**src/rtl/spec_load_table.sv**
```systemverilog
module spec_load_table #(
  parameter int ENTRIES = 16,
  parameter int AW      = 32,
  parameter int RW      = 7
) (
  input  logic          clk,
  input  logic          rst_n,
  input  logic          ld_valid,
  input  logic [AW-1:0] ld_addr,
  input  logic [1:0]    ld_size,
  input  logic [RW-1:0] ld_reg,
  input  logic          st_valid,
  input  logic [AW-1:0] st_addr,
  input  logic [1:0]    st_size,
  input  logic          chk_valid,
  input  logic [RW-1:0] chk_reg,
  output logic          rsp_valid,
  output logic          rsp_hit
);
  localparam int IW  = (ENTRIES > 1) ? $clog2(ENTRIES) : 1;
  localparam int XW  = AW + 1;

  logic [ENTRIES-1:0] vld, st_kill, chk_match, keep, same_reg;
  logic [AW-1:0]      e_addr [ENTRIES];
  logic [1:0]         e_size [ENTRIES];
  logic [RW-1:0]      e_reg  [ENTRIES];
  logic [IW-1:0]      rr, slot;
  logic               use_rr;

  function automatic logic overlaps(input logic [AW-1:0] a, input logic [1:0] sa,
                                    input logic [AW-1:0] b, input logic [1:0] sb);
    logic [XW-1:0] a_lo, a_hi, b_lo, b_hi;
    a_lo = {1'b0, a};
    b_lo = {1'b0, b};
    a_hi = a_lo + (XW'(1) << sa) - XW'(1);
    b_hi = b_lo + (XW'(1) << sb) - XW'(1);
    return (a_lo <= b_hi) && (b_lo <= a_hi);
  endfunction

  always_comb begin
    for (int i = 0; i < ENTRIES; i++) begin
      st_kill[i]   = st_valid && vld[i] && overlaps(e_addr[i], e_size[i], st_addr, st_size);
      chk_match[i] = chk_valid && vld[i] && !st_kill[i] && (e_reg[i] == chk_reg);
    end
  end

  assign keep = vld & ~st_kill & ~chk_match;

  always_comb begin
    for (int i = 0; i < ENTRIES; i++)
      same_reg[i] = keep[i] && (e_reg[i] == ld_reg);
  end

  always_comb begin
    slot   = rr;
    use_rr = 1'b1;
    for (int i = ENTRIES - 1; i >= 0; i--)
      if (!keep[i]) begin
        slot   = IW'(i);
        use_rr = 1'b0;
      end
    for (int i = ENTRIES - 1; i >= 0; i--)
      if (same_reg[i]) begin
        slot   = IW'(i);
        use_rr = 1'b0;
      end
  end

  always_ff @(posedge clk) begin
    if (!rst_n) begin
      vld       <= '0;
      rr        <= '0;
      rsp_valid <= 1'b0;
      rsp_hit   <= 1'b0;
    end else begin
      vld <= keep;
      if (ld_valid) begin
        vld[slot] <= 1'b1;
        if (use_rr) rr <= (rr == IW'(ENTRIES - 1)) ? '0 : rr + IW'(1);
      end
      rsp_valid <= chk_valid;
      rsp_hit   <= |chk_match;
    end
  end

  always_ff @(posedge clk) begin
    if (ld_valid) begin
      e_addr[slot] <= ld_addr;
      e_size[slot] <= ld_size;
      e_reg[slot]  <= ld_reg;
    end
  end
endmodule


```
**config.mk**
```make
export PLATFORM = sky130hd
export DESIGN_NAME = spec_load_table
export DESIGN_NICKNAME = d
export VERILOG_FILES = /design/src/rtl/spec_load_table.sv
export SDC_FILE = /design/constraint.sdc
export NUM_CORES = 2
export LEC_CHECK = 0
export BUFFER_PORTS_ARGS = -buffer_cell sky130_fd_sc_hd__buf_4
export CAP_MARGIN = 20
export CORE_MARGIN = 3
export CORE_UTILIZATION = 65
export CTS_BUF_LIST = sky130_fd_sc_hd__clkbuf_8 sky130_fd_sc_hd__clkbuf_16
export DETAILED_ROUTE_END_ITERATION = 10
export PLACE_DENSITY_LB_ADDON = 0.08
export SYNTH_ARGS = -nofsm -noshare
export SYNTH_HDL_FRONTEND = slang
export SYNTH_SLANG_ARGS = --single-unit
```
**constraint.sdc**
```tcl
create_clock -name clk -period 25.3 [get_ports clk]
set_input_delay 3.795 -clock clk [delete_from_list [all_inputs] [get_ports clk]]
set_output_delay 3.795 -clock clk [all_outputs]
set_load 0.01 [all_outputs]
```
==> flow_summary_export.csv <==
group,metric,value,unit
cts,cts_resized,0,
synthesis,synth_area_per_cell,9.30,um2
pwr,peakVddDrop,65.3,uV
detailed_routing,dr.pass1.iters,5,
synthesis,async_flop_share,0,
sta,period_share,0.535,
die,dieArea,118000,um2
pwr,power,3900,uW
sta,hold_viol,0,
sta,max_freq,0.0739,GHz
cells_and_area,stdcell_count,9752,
cts,clock_latency,0.70,ns
synthesis,syn_area,74200,um2
sta,maxSlewViolCount,0,
global_route,grt_use_total,0.448,
placed_design,place_hpwl,205000,um
synthesis,synth_flop_cell,"edfxtp_1",
status,outcome,"complete, no violations",
cells_and_area,largest_register_ffs,512,
setup_path,cp_data_arrival_time,13.83,ns
detailed_routing,totalWireLength,269000,um
cells_and_area,final_nets,9883,
detailed_routing,routedWlPerCell,27.6,um
global_route,grt_first_pass_wirelength,389000,um
cts,cts.clk_slew.worst_paths,0.06,ns
detailed_routing,dr.first_iter.drc_count,5823,
synthesis,ys_seq_area_frac,0.271,
cts,postCtsSetupBuffers,0,
global_route,antenna_found_initial,20,
cts,clock_path_buffers,3,
sta,setup_viol,0,
die,io_pins,89,
synthesis,synth_area_leaders,"ha_1, edfxtp_1, inv_1",
cts,cts_tree,"built",
run,maxCapViolCount,0,
placed_design,gp_congestion,1.04,
detailed_routing,via_per_inst,6.71,
setup_path,crit_fanout,41,
setup_path,crit_path_start_kind,"primary input",
global_route,grt_overflow,0,
sta,fin_hold_ws,0.533,ns
setup_path,required,25.61,ns
setup_path,worstSetupEndpointType,"flop",
sta,tightest_slew,1.40,ns
pwr,power.density,48.6,nW/um2
synthesis,synth_seq_cells,678,
die,die_x,344,um
die,chipHeight,344,um
die,rows,123,
detailed_routing,vias,65452,
setup_path,slowest_delay,0.84,ns
cts,htree_levels,3,
detailed_routing,drtAntennaViolNets,0,
hold_path,hp-class,"flop to flop",
global_route,grt_max_degree,43,
sta,fin_crit,13.52,ns
setup_path,crit_top_cell,"a21o_1",
global_route,grt_pass1_vias,64007,
die,start_util,0.657,
cells_and_area,syn2layout_area_growth,7.98,%
pwr,leakage,0.0372,uW
setup_path,critPathKind,"primary input to flop",
sta,slew_headroom,0.0601,
cts,clock-sinks,678,
die,core,113000,um2
cts,cts-root-buf,"clkbuf_16",
cells_and_area,drive_gt1_frac,0.0529,
sta,fin_worst_skew,0.0266,ns
placed_design,portBuffers,88,
synthesis,ys_warn_count,0,
detailed_routing,drc,0,
cts,cts_made_buffers,81,
synthesis,synth_cells,7986,
synthesis,synth_edf_count,656,
cts,postCtsHoldBufs,0,
synthesis,syn-num-nets,9693,
setup_path,crit_slowest_cell,"inv_2",
sta,tns,0,ns
setup_path,r2r_slack,13.18,ns
synthesis,yosysTopAreaCell,"ha_1",
synthesis,synth_top_area_frac,0.270,
synthesis,ys_types,110,
sta,grt_setup_unrepaired,"no",
placed_design,dpl.cell_count,9589,
==> layer usage <==
| metal | track usage | share of wire | wire, um |
|---|---|---|---|
| met5 | 0 | 0.000048 | 13 |
| met4 | 0.445 | 0.12 | 33300 |
| met3 | 0.0919 | 0.089 | 24000 |
| met2 | 0.717 | 0.44 | 118000 |
| met1 | 0.488 | 0.35 | 93600 |
==> area by class of cell <==
cell class / instances / area (um2)
multi-input cells: 6352 / 50800
fillers: 8735 / 32800
flip-flops and latches: 678 / 20100
inverters: 909 / 3420
clock buffers: 84 / 2080
well taps: 1500 / 1880
repair buffers: 154 / 1170
clock inverters: 64 / 671
diodes: 11 / 27.5
==> worst paths after layout <==
path / depth (start not counted) / end / startpoint
max: 40 / e_addr[2][2]$_DFFE_PP_ / st_addr[1]
min: 2 / rr[3]$_SDFFE_PN0P_ / rr[3]$_SDFFE_PN0P_
max reg2reg: 36 / e_addr[2][2]$_DFFE_PP_ / e_size[6][1]$_DFFE_PP_
min reg2reg: 2 / rr[3]$_SDFFE_PN0P_ / rr[3]$_SDFFE_PN0P_
==> cells by family after synthesis <==
group / count (synthesis) / synth area share
DFF: 678 / 0.271
AOI/OAI and AO/OA: 2181 / 0.191
muxes: 7 / 0.000961
xor gates and xnor gates: 709 / 0.0843
buffers and inverters: 956 / 0.0487
and+or+nand+nor: 1830 / 0.128
adders and majority gates: 1625 / 0.275
==> cells in the final DEF, fill, tap and decap left out, types with 41 or more instances in the layout <==
master / instances
o211ai_1: 56
and3_1: 59
o21bai_1: 95
xor2_1: 329
buf_4: 152
nand2_1: 342
clkbuf_16: 82
o21ai_0: 398
nor3_1: 138
a31oi_1: 44
nor2b_1: 130
edfxtp_1: 656
nor4_1: 62
or3_1: 41
nand3_1: 157
a211oi_1: 71
nand4_1: 250
o21a_1: 117
inv_1: 910
nand2b_1: 137
ha_1: 1603
nor2_1: 350
a21oi_1: 662
a21o_1: 391
or2_2: 45
xnor2_1: 352
==> metrics by stage <==
stage / cell area [um2] / util / worst slack, ns
after floorplan: 74200 / - / 10.69
after global placement: 77300 / 0.685 / 11.42
after detailed placement: 77300 / 0.685 / 11.29
after CTS: 80100 / 0.709 / 11.96
after global routing: 80100 / 0.709 / 11.12
final: 80200 / 0.710 / 11.78
==> cells in the mapped netlist, drive strengths merged (95+ instances only) <==
| library cell | instances |
|---|---|
| nand2b | 137 |
| o21bai | 95 |
| ha | 1603 |
| a21o | 391 |
| edfxtp | 656 |
| xor2 | 335 |
| o21ai | 408 |
| o21a | 117 |
| nor3 | 142 |
| nand3 | 157 |
| a21oi | 665 |
| nor2 | 357 |
| nor2b | 130 |
| xnor2 | 372 |
| nand4 | 250 |
| inv | 909 |
| nand2 | 342 |
==> worst max-delay path: cells and delay by family <==
kind | cells | cell delay, ns
AO/OA/AOI/OAI | 22 | 5.30
adder cells (fa/ha/maj) | 4 | 1.15
XOR/XNOR | 1 | 0.41
AND/OR/NAND/NOR | 8 | 1.34
buffers and inverters | 5 | 1.67
==> power breakdown <==
part	internal, uW	switching (uW)	leakage, uW	total [uW]
sequential	1260	23.2	0.00610	1290
combinational	501	871	0.0297	1370
clock	713	528	0.00137	1240
No activity file was read; power rests on OpenSTA's default activity.
